### config.mk
export PLATFORM = sky130hd
export DESIGN_NAME = useq_sequencer
export DESIGN_NICKNAME = d
export VERILOG_FILES = /design/src/rtl/useq_pkg.sv /design/src/rtl/useq_cond_mux.sv /design/src/rtl/useq_src_ctl.sv /design/src/rtl/useq_addr_mux.sv /design/src/rtl/useq_sequencer.sv
export SDC_FILE = /design/constraint.sdc
export NUM_CORES = 1
export LEC_CHECK = 0
export ABC_AREA = 0
export BUFFER_PORTS_ARGS = -buffer_cell sky130_fd_sc_hd__buf_2
export CAP_MARGIN = 40
export CORE_ASPECT_RATIO = 0.75
export CORE_MARGIN = 1
export CORE_UTILIZATION = 42
export CTS_BUF_LIST = sky130_fd_sc_hd__clkbuf_4
export DETAILED_ROUTE_END_ITERATION = 12
export PLACE_DENSITY = 0.84
export SKIP_LAST_GASP = 1
export SYNTH_ARGS = -nofsm -noshare
export SYNTH_HDL_FRONTEND = slang
export SYNTH_SLANG_ARGS = --single-unit
### constraint.sdc
create_clock -name clk -period 1.3 [get_ports clk]
set_input_delay 0.065 -clock clk [delete_from_list [all_inputs] [get_ports clk]]
set_output_delay 0.065 -clock clk [all_outputs]
set_load 0.02 [all_outputs]
### src/rtl/useq_pkg.sv
package useq_pkg;

   // Branch kind carried in the microinstruction
   typedef enum logic [1:0] {
      BR_JUMP = 2'b00,
      BR_CALL = 2'b01,
      BR_RET  = 2'b10,
      BR_MAP  = 2'b11
   } br_kind_e;

   // Next-address source; encoding is visible on the src_sel port
   typedef enum logic [1:0] {
      SRC_INC    = 2'b00,
      SRC_BRANCH = 2'b01,
      SRC_RETURN = 2'b10,
      SRC_MAP    = 2'b11
   } src_e;

   // Condition code positions in the condition vector
   typedef enum logic [1:0] {
      CND_ALWAYS = 2'b00,
      CND_IND    = 2'b01,
      CND_SIGN   = 2'b10,
      CND_ZERO   = 2'b11
   } cond_e;

endpackage

### src/rtl/useq_cond_mux.sv
// Selects one condition bit out of a vector indexed by the condition code.
module useq_cond_mux #(
   parameter int SEL_W = 2
) (
   input  logic [SEL_W-1:0]      sel,
   input  logic [(1<<SEL_W)-1:0] cond_vec,
   output logic                  cond_true
);
   localparam int NUM_COND = 1 << SEL_W;

   logic [NUM_COND-1:0] hit;

   // One AND term per condition; the OR-reduction forms the mux
   for (genvar g = 0; g < NUM_COND; g++) begin : g_term
      assign hit[g] = cond_vec[g] && (sel == SEL_W'(g));
   end

   assign cond_true = |hit;

endmodule

### src/rtl/useq_src_ctl.sv
// Turns branch kind and condition outcome into a source choice and return-register load.
module useq_src_ctl
   import useq_pkg::*;
(
   input  logic [1:0] br_type,
   input  logic       cond_true,
   output logic [1:0] src_sel,
   output logic       sbr_load
);
   br_kind_e kind;
   src_e     src;

   assign kind = br_kind_e'(br_type);

   always_comb begin
      src      = SRC_INC;
      sbr_load = 1'b0;
      unique case (kind)
         BR_JUMP: begin
            src = cond_true ? SRC_BRANCH : SRC_INC;
         end
         BR_CALL: begin
            src      = cond_true ? SRC_BRANCH : SRC_INC;
            sbr_load = cond_true;
         end
         BR_RET:  src = SRC_RETURN;
         BR_MAP:  src = SRC_MAP;
         default: src = SRC_INC;
      endcase
   end

   assign src_sel = src;

endmodule

### src/rtl/useq_addr_mux.sv
// Builds the four address candidates and picks one.
module useq_addr_mux
   import useq_pkg::*;
#(
   parameter int ADDR_W    = 7,
   parameter int OPC_W     = 4,
   parameter int MAP_SHIFT = 2
) (
   input  logic [ADDR_W-1:0] car,
   input  logic [ADDR_W-1:0] br_addr,
   input  logic [ADDR_W-1:0] sbr,
   input  logic [OPC_W-1:0]  opcode,
   input  logic [1:0]        src_sel,
   output logic [ADDR_W-1:0] inc_addr,
   output logic [ADDR_W-1:0] next_addr
);
   localparam int MAP_TOP = MAP_SHIFT + OPC_W;

   logic [ADDR_W-1:0] map_addr;

   // Wraps modulo 2**ADDR_W by width truncation
   assign inc_addr = car + ADDR_W'(1);

   // Opcode placed at bits MAP_TOP-1..MAP_SHIFT; every other bit cleared
   for (genvar b = 0; b < ADDR_W; b++) begin : g_map
      if (b >= MAP_SHIFT && b < MAP_TOP) begin : g_opc
         assign map_addr[b] = opcode[b-MAP_SHIFT];
      end else begin : g_zero
         assign map_addr[b] = 1'b0;
      end
   end

   always_comb begin
      unique case (src_e'(src_sel))
         SRC_INC:    next_addr = inc_addr;
         SRC_BRANCH: next_addr = br_addr;
         SRC_RETURN: next_addr = sbr;
         SRC_MAP:    next_addr = map_addr;
         default:    next_addr = inc_addr;
      endcase
   end

endmodule

### src/rtl/useq_sequencer.sv
// Microprogram next-address sequencer: control address and return registers.
module useq_sequencer
   import useq_pkg::*;
#(
   parameter int ADDR_W     = 7,
   parameter int OPC_W      = 4,
   parameter int MAP_SHIFT  = 2,
   parameter int RESET_ADDR = 64
) (
   input  logic              clk,
   input  logic              rst,
   input  logic [1:0]        cond_sel,
   input  logic [1:0]        br_type,
   input  logic [ADDR_W-1:0] br_addr,
   input  logic [OPC_W-1:0]  opcode,
   input  logic              dr_ind,
   input  logic              ac_sign,
   input  logic              ac_zero,
   output logic [ADDR_W-1:0] car,
   output logic [ADDR_W-1:0] sbr,
   output logic [1:0]        src_sel
);
   localparam int COND_SEL_W = 2;
   localparam int NUM_COND   = 1 << COND_SEL_W;
   localparam logic [ADDR_W-1:0] CAR_INIT = ADDR_W'(RESET_ADDR);

   // Elaboration-time parameter checks
   initial begin : p_param_chk
      assert (MAP_SHIFT + OPC_W < ADDR_W)
         else $fatal(1, "mapped field does not fit below the top address bit");
      assert (RESET_ADDR >= 0 && RESET_ADDR < (1 << ADDR_W))
         else $fatal(1, "reset address out of range");
   end

   logic [NUM_COND-1:0] cond_vec;
   logic                cond_true;
   logic                sbr_load;
   logic [ADDR_W-1:0]   inc_addr;
   logic [ADDR_W-1:0]   next_addr;

   always_comb begin
      cond_vec             = '0;
      cond_vec[CND_ALWAYS] = 1'b1;
      cond_vec[CND_IND]    = dr_ind;
      cond_vec[CND_SIGN]   = ac_sign;
      cond_vec[CND_ZERO]   = ac_zero;
   end

   useq_cond_mux #(
      .SEL_W(COND_SEL_W)
   ) i_cond (
      .sel      (cond_sel),
      .cond_vec (cond_vec),
      .cond_true(cond_true)
   );

   useq_src_ctl i_ctl (
      .br_type  (br_type),
      .cond_true(cond_true),
      .src_sel  (src_sel),
      .sbr_load (sbr_load)
   );

   useq_addr_mux #(
      .ADDR_W   (ADDR_W),
      .OPC_W    (OPC_W),
      .MAP_SHIFT(MAP_SHIFT)
   ) i_amux (
      .car      (car),
      .br_addr  (br_addr),
      .sbr      (sbr),
      .opcode   (opcode),
      .src_sel  (src_sel),
      .inc_addr (inc_addr),
      .next_addr(next_addr)
   );

   always_ff @(posedge clk) begin
      if (rst) begin
         car <= CAR_INIT;
         sbr <= '0;
      end else begin
         car <= next_addr;
         if (sbr_load) begin
            sbr <= inc_addr;
         end
      end
   end

endmodule

==> results of run 1 <==
## area by class of cell
class	instances	share of cell area [%]
clock buffers	3	2.21
well taps	21	2.58
flip-flops and latches	14	27.7
repair buffers	41	21.6
inverters	2	0.736
multi-input cells	64	44.8
clock inverters	1	0.368
## routing by layer
metal  GRT usage, %  routed length, um  up-vias
met5              0                  0        -
met4           5.41                  8        0
met3           7.45                134        2
met2           34.5                883       27
met1           25.7                825      345
li1               -                  -      384
## registers in the layout, summed over array words and instances, names as in the netlist
name and count:
sbr 7, car 7
## stage by stage
step | hold WS [ps] | setup TNS [ps]
6_report | 67.6 | 0
5_1_grt | 75.6 | 0
4_1_cts | 65.0 | 0
3_5_place_dp | 368 | -58.8
3_3_place_gp | 369 | 0
2_1_floorplan | 130 | 0
## cells in the mapped netlist
library cell  number
ha_1               1
inv_1              2
a211oi_1           3
clkbuf_1           4
nor4b_1            1
o31ai_1            1
nand2_1            3
a31oi_1            1
mux2i_1           12
xor2_1             2
a2111oi_4          1
xnor2_1            3
nand3_1            4
a311oi_1           1
nand3b_1           1
a21oi_1            4
and2_1             1
nor3b_2            1
a221oi_1           1
nor2_1            18
a22oi_1            1
and3_1             1
mux2_2             1
a2bb2oi_1          1
a21boi_0           1
dfxtp_1           14
buf_2              2
## power groups by stage
stage                     clock network (W)  logic, W  registers [W]
after detailed placement                  0  0.000262       0.000494
after global placement                    0  0.000255       0.000493
after floorplan                           0  0.000126       0.000528
after global routing               0.000276  0.000287       0.000488
final                              0.000246  0.000264       0.000485
after CTS                          0.000257  0.000264       0.000485
## cells by family after synthesis
group | after synthesis
fa+ha+maj | 1
buf+inv | 8
compound gates | 15
flops | 14
xor+xnor | 5
simple gates | 30
mux | 13
## critical path: stages (launching register included)
cell and delay [ps]:
dfxtp_2 360, ha_1 190, nand3_1 120, nor2_1 160, xnor2_1 90, a211oi_1 230
## worst max-delay path by stage
stage | start | to | slack (ps) | depth (start not counted)
after global placement | cond_sel[0] | sbr[4] | 40 | 6
after detailed placement | cond_sel[0] | sbr[3] | -20 | 6
after CTS | cond_sel[0] | src_sel[0] | 60 | 6
after floorplan | br_type[0] | sbr[1] | 10 | 5
final | car[1] | sbr[6] | 70 | 5
after global routing | car[1] | sbr[6] | 4 | 5
==> metrics.cfg, run 1 <==
[setup_path]
worstReg2RegEnd=sbr[6]
reg2regPathDepth=5
arrival_ps=1420
r2r_start=car[1]
worstSetupEndpointType=flop
r2r_slack_ps=70
critPathRequiredTime_ps=1490
startpoint_type=flop
critPathKind=reg -> reg
path_max_fanout=4

[cts]
cts_resized=0
cts_setup_buffers=0
cts_tree=built
cts_hold_buf=0
root_buffer=clkbuf_4
cts_made_buffers=3
cts_buffer_depth=2
cts_sinks=14
cts_max_level=1
worstSkewPairLatency_ps=280
cts.clk_slew.worst_paths_ps=80

[grt]
grt_usage_pct=20.8
grt_pass1_wl_um=2890
grt_pass1_vias=640
globalRouteOverflowTotal=0
grt_antenna_before_repair=0
grt_max_degree=17

[finish]
instances_no_fill=146
nets=147
area_growth_pct=33.2
final_cell_mix=buf_2 (35), nor2_1 (18), dfxtp_1 (12)
multiInputGateArea_sq_um=457
n_fill_cell=157
diodes=0
seqCellArea_sq_um=283
final_util_pct=64.1
final_common_cell=buf_2
final_area_sq_um=1020
drive_above_1_share_pct=40.0

[power_and_ir_drop]
power_density_nw_per_um2=976
seq_power_share_pct=48.7
static-leakage-power_nw=0.495
clockPowerShare_pct=24.8
totalPowerFinal_w=0.000995
netSwitchingFraction_pct=31.0
p_sw_w=0.000309
combPwrFrac_pct=26.5
internal-power_w=0.000686
ir_drop_mv=0.646

[die]
die-width_um=51.3
core_area_sq_um=1590
rows=12
num_io_pins=36
dieHeight_um=39.0
initial_core_util_pct=48.1
dieArea_sq_um=2000

[synth]
synthSimpleGateAreaFrac_pct=18.3
synth_xor_area_share_pct=5.72
yosys-top-cells-area=dfxtp_1 (37%), mux2i_1 (16%), nor2_1 (8.8%)
syn_inst=86
syn_area_sq_um=766
synth-seq-cells=14
syn_area_per_cell_sq_um=8.90
synth_compound_area_share_pct=16.3
synthAdderAreaFrac_pct=1.63
yosys_warnings=0
synth_top_area_share_pct=36.6
yosysUniqueCellTypes=27
yosys-mux-area-fraction_pct=17.2
yosysTopAreaCell=dfxtp_1
synth_fp_nets=107
synth_top_family_by_area=simple AND/OR/NAND/NOR gates
seq_area_frac_synth_pct=36.6

[sta]
fin_ws_ps=72.0
fmax_mhz=814
setup-violations-final=0
slew_violations=0
rsz0062_at_grt=no
relSlewSlack_pct=80.5
finalCriticalPeriod_ps=1230
finClkSkew_ps=3.13
hold_viol_final=0
worst_slew_pin_slew_ps=293
post-route-period-util_pct=94.5

[routing]
vias=758
wl_um=1850
viasPerCell=5.19
post-route-drc-count=0
drtIter0Drc=15
ant_nets=0
wl_per_cell_um=12.7
first_pass_iters=4

[place]
dpl.cell_count=142
port_buffers=35
hpwl_um=1470
place_congestion=0.777
placed_area_sq_um=990
dp_slack_ps=-19.6

[worst_hold_path]
min_from=br_addr[1]
whs_endpoint=car[1]
hold_depth=3
hold_path_class=in -> reg

[outcome]
status=finished, final reports clean

[flow_run]
maxCapViolations=0

No activity file was read; power rests on OpenSTA's default activity.
==> inputs of run 2 (changes only) <==
--- a/config.mk
+++ b/config.mk
@@ -10,10 +10,11 @@
 export CAP_MARGIN = 40
 export CORE_ASPECT_RATIO = 0.75
 export CORE_MARGIN = 1
-export CORE_UTILIZATION = 42
+export CORE_UTILIZATION = 23
 export CTS_BUF_LIST = sky130_fd_sc_hd__clkbuf_4
 export DETAILED_ROUTE_END_ITERATION = 12
-export PLACE_DENSITY = 0.84
+export GPL_TIMING_DRIVEN = 0
+export PLACE_DENSITY = 0.55
 export SKIP_LAST_GASP = 1
 export SYNTH_ARGS = -nofsm -noshare
 export SYNTH_HDL_FRONTEND = slang
==> run 2 against run 1 <==
  * First-iteration DRC count fell by 33%
  * Sequential share of layout area down 0.65 points
  * Global-route usage decreased by 8.6 points
  * Critical path depth grew 1
  * Sequential power is essentially flat
  * Worst hold slack lost 51 ps
  * Final cell count rose by 13%
  * Die area is 78% higher
  * Sequential cell count unchanged
  * Combinational power is 2% lower
  * Fmax up 3.5%
  * Count of clock-buffer cells in the layout stayed put
==> metrics.cfg, run 2 (same netlist as run 1, synthesis figures left out) <==
[worst_hold_path]
min_from=rst
hold_depth=2
hold_path_class=in -> reg
whs_endpoint=car[1]

[power_and_ir_drop]
internal-power_w=0.000686
netSwitchingFraction_pct=31.4
ir_drop_mv=0.249
static-leakage-power_nw=0.492
power_density_nw_per_um2=948
combPwrFrac_pct=26.0
seq_power_share_pct=48.9
clockPowerShare_pct=25.1
p_sw_w=0.000313

[cts]
cts_made_buffers=3
worstSkewPairLatency_ps=280
cts_buffer_depth=2
cts.clk_slew.worst_paths_ps=80
root_buffer=clkbuf_4
cts_tree=built
cts_max_level=1
cts_sinks=14

[place]
hpwl_um=1480
port_buffers=33
place_congestion=0.747
placed_area_sq_um=981

[setup_path]
r2r_slack_ps=130
path_max_fanout=5
crit_path_frequent_cell=buf_2
critPathRequiredTime_ps=1240
max_stage_delay_ps=320
worstSetupEndpointType=output port
crit_family=buffers and inverters
path_buf_inv=3
arrival_ps=1120
reg2regPathDepth=5
r2r_start=car[0]
worstReg2RegEnd=sbr[6]
critPathKind=in -> out
startpoint_type=input port
cp_slowest_cell=mux2i_1
crit_chain=buf_2 -> mux2i_1 -> a31oi_1 -> buf_4 -> a21boi_1 -> buf_2

[sta]
finClkSkew_ps=1.51
rsz0062_at_grt=no
relSlewSlack_pct=68.1
timing.setup.tns_ps=0
timing.hold.ws_ps=16.4
worst_slew_pin_slew_ps=478
setup-violations-final=0
slew_violations=0
hold_viol_final=0
fmax_mhz=843
post-route-period-util_pct=91.3
finalCriticalPeriod_ps=1190

[die]
core_area_sq_um=3060
num_io_pins=36
dieArea_sq_um=3570
die-width_um=68.6
rows=17
dieHeight_um=52.0
initial_core_util_pct=25.0

[finish]
final_cell_mix=buf_2 (34), nor2_1 (17), mux2i_1 (12), dfxtp_1 (12), buf_4 (5)
nets=149
reg_top3=car x7, sbr x7
final_util_pct=34.4
diodes=0
area_growth_pct=37.6
drive_above_1_share_pct=40.2
n_fill_cell=342
final_area_sq_um=1050
final_common_cell=buf_2

[routing]
vias=752
ant_nets=0
first_pass_iters=3
drtIter0Drc=10
viasPerCell=4.56
post-route-drc-count=0
wl_per_cell_um=11.9
wl_um=1970

[flow_run]
maxCapViolations=0

[grt]
grt_pass1_vias=669
grt_max_degree=11
grt_antenna_before_repair=0
grt_usage_pct=12.1
globalRouteOverflowTotal=0
grt_pass1_wl_um=3000

[outcome]
status=finished, final reports clean

-- run 2: worst max path at each step --
stage                startpoint         end  slack, ps  depth (start not counted)
global placement     br_type[0]      sbr[2]       -270                          5
global route             car[0]      sbr[6]         20                          5
CTS                      car[0]      sbr[6]          3                          5
floorplan            br_type[0]      sbr[1]         10                          5
detailed placement   br_type[0]      sbr[4]       -280                          5
finish              cond_sel[0]  src_sel[0]        110                          6
-- run 2: power groups by stage --
stage	Clock (W)	Sequential [W]	Combinational, W
2_1_floorplan	0	0.000528	0.000126
3_3_place_gp	0	0.000496	0.000245
3_5_place_dp	0	0.000498	0.000247
4_1_cts	0.000262	0.000488	0.000250
5_1_grt	0.000285	0.000493	0.000280
6_report	0.000251	0.000488	0.000260
-- run 2: stage by stage --
step / instances / total power, W / setup slack, ps
2_1_floorplan: 86 / 0.000654 / 12.2
3_3_place_gp: 157 / 0.000741 / -270
3_5_place_dp: 157 / 0.000745 / -279
4_1_cts: 161 / 0.00100 / 2.52
5_1_grt: 165 / 0.00106 / 24.1
6_report: 165 / 0.000999 / 113
-- run 2: final cells by class --
type / count / area [sq um] / share of cell area, %
Sequential cell: 14 / 285 / 27.1
Clock inverter: 1 / 3.75 / 0.356
Multi-Input combinational cell: 64 / 463 / 43.9
Tap cell: 38 / 47.5 / 4.51
Inverter: 2 / 7.51 / 0.713
Buffer: 6 / 28.8 / 2.73
Timing Repair Buffer: 37 / 195 / 18.5
Clock buffer: 3 / 22.5 / 2.14
-- run 2: timing repair --
| action | in CTS | in global routing |
|---|---|---|
| hold buffers | 0 | 0 |
| gates resized for setup | 2 | 4 |
| setup buffers | 0 | 4 |
| setup endpoints to repair | 1 | 9 |
| pin swaps | 0 | 2 |
-- run 2: per-layer routing --
metal	global-route usage (%)	up-vias	routed length (um)
met4	5.21	0	20
met5	0	-	0
met1	13.9	344	937
li1	-	387	-
met3	5.26	2	85
met2	19.4	19	925
==> inputs of run 3 (changes only) <==
--- a/config.mk
+++ b/config.mk
@@ -14,7 +14,7 @@
 export CTS_BUF_LIST = sky130_fd_sc_hd__clkbuf_4
 export DETAILED_ROUTE_END_ITERATION = 12
 export GPL_TIMING_DRIVEN = 0
-export PLACE_DENSITY = 0.55
+export PLACE_DENSITY = 0.56
 export SKIP_LAST_GASP = 1
 export SYNTH_ARGS = -nofsm -noshare
 export SYNTH_HDL_FRONTEND = slang
==> run 3 against run 2 <==
  * Clock skew up 3.4 ps
  * Critical path depth down 1
  * Sequential share of layout area down 0.87 points
  * Critical path type is now reg -> reg
==> metrics.cfg, run 3 (same netlist as run 1, synthesis figures left out) <==
[power_and_ir_drop]
netSwitchingFraction_pct=32.0
static-leakage-power_nw=0.507
ir_drop_mv=0.413
totalPowerFinal_w=0.00102
seq_power_share_pct=47.9
p_sw_w=0.000326
internal-power_w=0.000693
power_density_nw_per_um2=937
clockPowerShare_pct=25.2
combPwrFrac_pct=27.0

[setup_path]
critPathRequiredTime_ps=1460
r2r_start=car[0]
crit_path_end=car[6]
r2r_slack_ps=80
critPathKind=reg -> reg
startpoint_type=flop
arrival_ps=1380
path_max_fanout=6
worstSetupEndpointType=flop
crit_start=car[0]
worstReg2RegEnd=car[6]
reg2regPathDepth=5

[finish]
final_area_sq_um=1090
area_growth_pct=42.2
diodes=0
final_util_pct=35.5
reg_top3=car x7, sbr x7
drive_above_1_share_pct=42.6
nets=151
instances_no_fill=167
final_cell_mix=buf_2 (34), nor2_1 (17), dfxtp_1 (12)
final_common_cell=buf_2

[die]
rows=17
initial_core_util_pct=25.0
die-width_um=68.6
core_area_sq_um=3060
dieArea_sq_um=3570
num_io_pins=36
dieHeight_um=52.0

[routing]
vias=760
ant_nets=0
post-route-drc-count=0
wl_um=2120
drtIter0Drc=29
viasPerCell=4.55
wl_per_cell_um=12.7
first_pass_iters=4

[grt]
grt_pass1_vias=685
grt_usage_pct=12.9
globalRouteOverflowTotal=0
grt_pass1_wl_um=3250
grt_max_degree=11
grt_antenna_before_repair=0

[sta]
worst_slew_pin_slew_ps=470
finalCriticalPeriod_ps=1220
relSlewSlack_pct=68.7
slew_violations=0
hold_viol_final=0
fin_ws_ps=81.1
setup-violations-final=0
post-route-period-util_pct=93.8
finClkSkew_ps=4.89
fmax_mhz=820

[cts]
cts_max_level=1
root_buffer=clkbuf_4
cts_tree=built
worstSkewPairLatency_ps=280
cts.clk_slew.worst_paths_ps=90
cts_buffer_depth=2
cts_made_buffers=3
cts_sinks=14

[worst_hold_path]
hold_path_class=in -> reg

[place]
placed_area_sq_um=981
port_buffers=33
dp_slack_ps=-334
hpwl_um=1550
dpl.cell_count=157
place_congestion=0.727

[flow_run]
maxCapViolations=0

[outcome]
status=finished, final reports clean

==> run 3: changes by cell type in the layout (fill, tap and decap cells not counted), sizes merged <==
cell	delta
buf	+1
dlygate4sd3	+1
==> run 3: stage by stage <==
stage | setup TNS, ps | hold WS, ps
6_report | 0 | 44.6
5_1_grt | -5.86 | 37.9
4_1_cts | -32.6 | 27.7
3_5_place_dp | -2650 | 314
3_3_place_gp | -2130 | 312
2_1_floorplan | 0 | 130
==> run 3: what timing repair did <==
| item | 4_1_cts | 5_1_grt |
|---|---|---|
| hold endpoints to repair | 1 | 0 |
| pin swaps | 1 | 2 |
| endpoints found under the setup margin | 6 | 3 |
| hold buffers | 1 | 0 |
| gates resized for setup | 1 | 9 |
| buffers inserted | 2 | 3 |
==> run 3: power groups by stage <==
stage          sequential (W)  clock [W]  combinational [W]
3_5_place_dp         0.000497          0           0.000250
5_1_grt              0.000493   0.000294           0.000299
2_1_floorplan        0.000528          0           0.000126
3_3_place_gp         0.000496          0           0.000244
6_report             0.000488   0.000257           0.000275
4_1_cts              0.000487   0.000276           0.000260
==> run 3: worst min path at each step <==
stage               start  endpoint  slack, ps  cells past startpoint
3_5_place_dp          rst    car[1]        310                      2
3_3_place_gp          rst    car[1]        310                      2
2_1_floorplan         rst    car[1]        130                      1
4_1_cts        br_addr[1]    car[1]         30                      3
6_report       br_addr[1]    car[1]         40                      3
5_1_grt        br_addr[1]    car[1]         40                      3
==> run 3: metal layers <==
layer  global-route usage [%]  part of all wire [%]  up-vias
met1                     17.5                    46      346
li1                         -                     -      389
met2                     19.0                    47       23
met4                     4.17                  0.24        0
met5                        0                     0        -
met3                     4.39                   7.1        2
==> run 3: cell type report <==
| cell class | instances | area [sq um] |
|---|---|---|
| well taps | 38 | 47.5 |
| clock buffers | 3 | 22.5 |
| plain buffers | 6 | 28.8 |
| fillers | 331 | 1970 |
| inverters | 2 | 7.51 |
| multi-input cells | 64 | 480 |
| flip-flops and latches | 14 | 285 |
| clock inverters | 1 | 3.75 |
| repair buffers | 39 | 213 |
==> run 3: worst max-delay path, stage by stage (launching register included) <==
cell and delay, ps:
dfxtp_4 390, ha_2 190, nand3_1 110, nor2_2 160, xnor2_2 150, a22oi_1 110
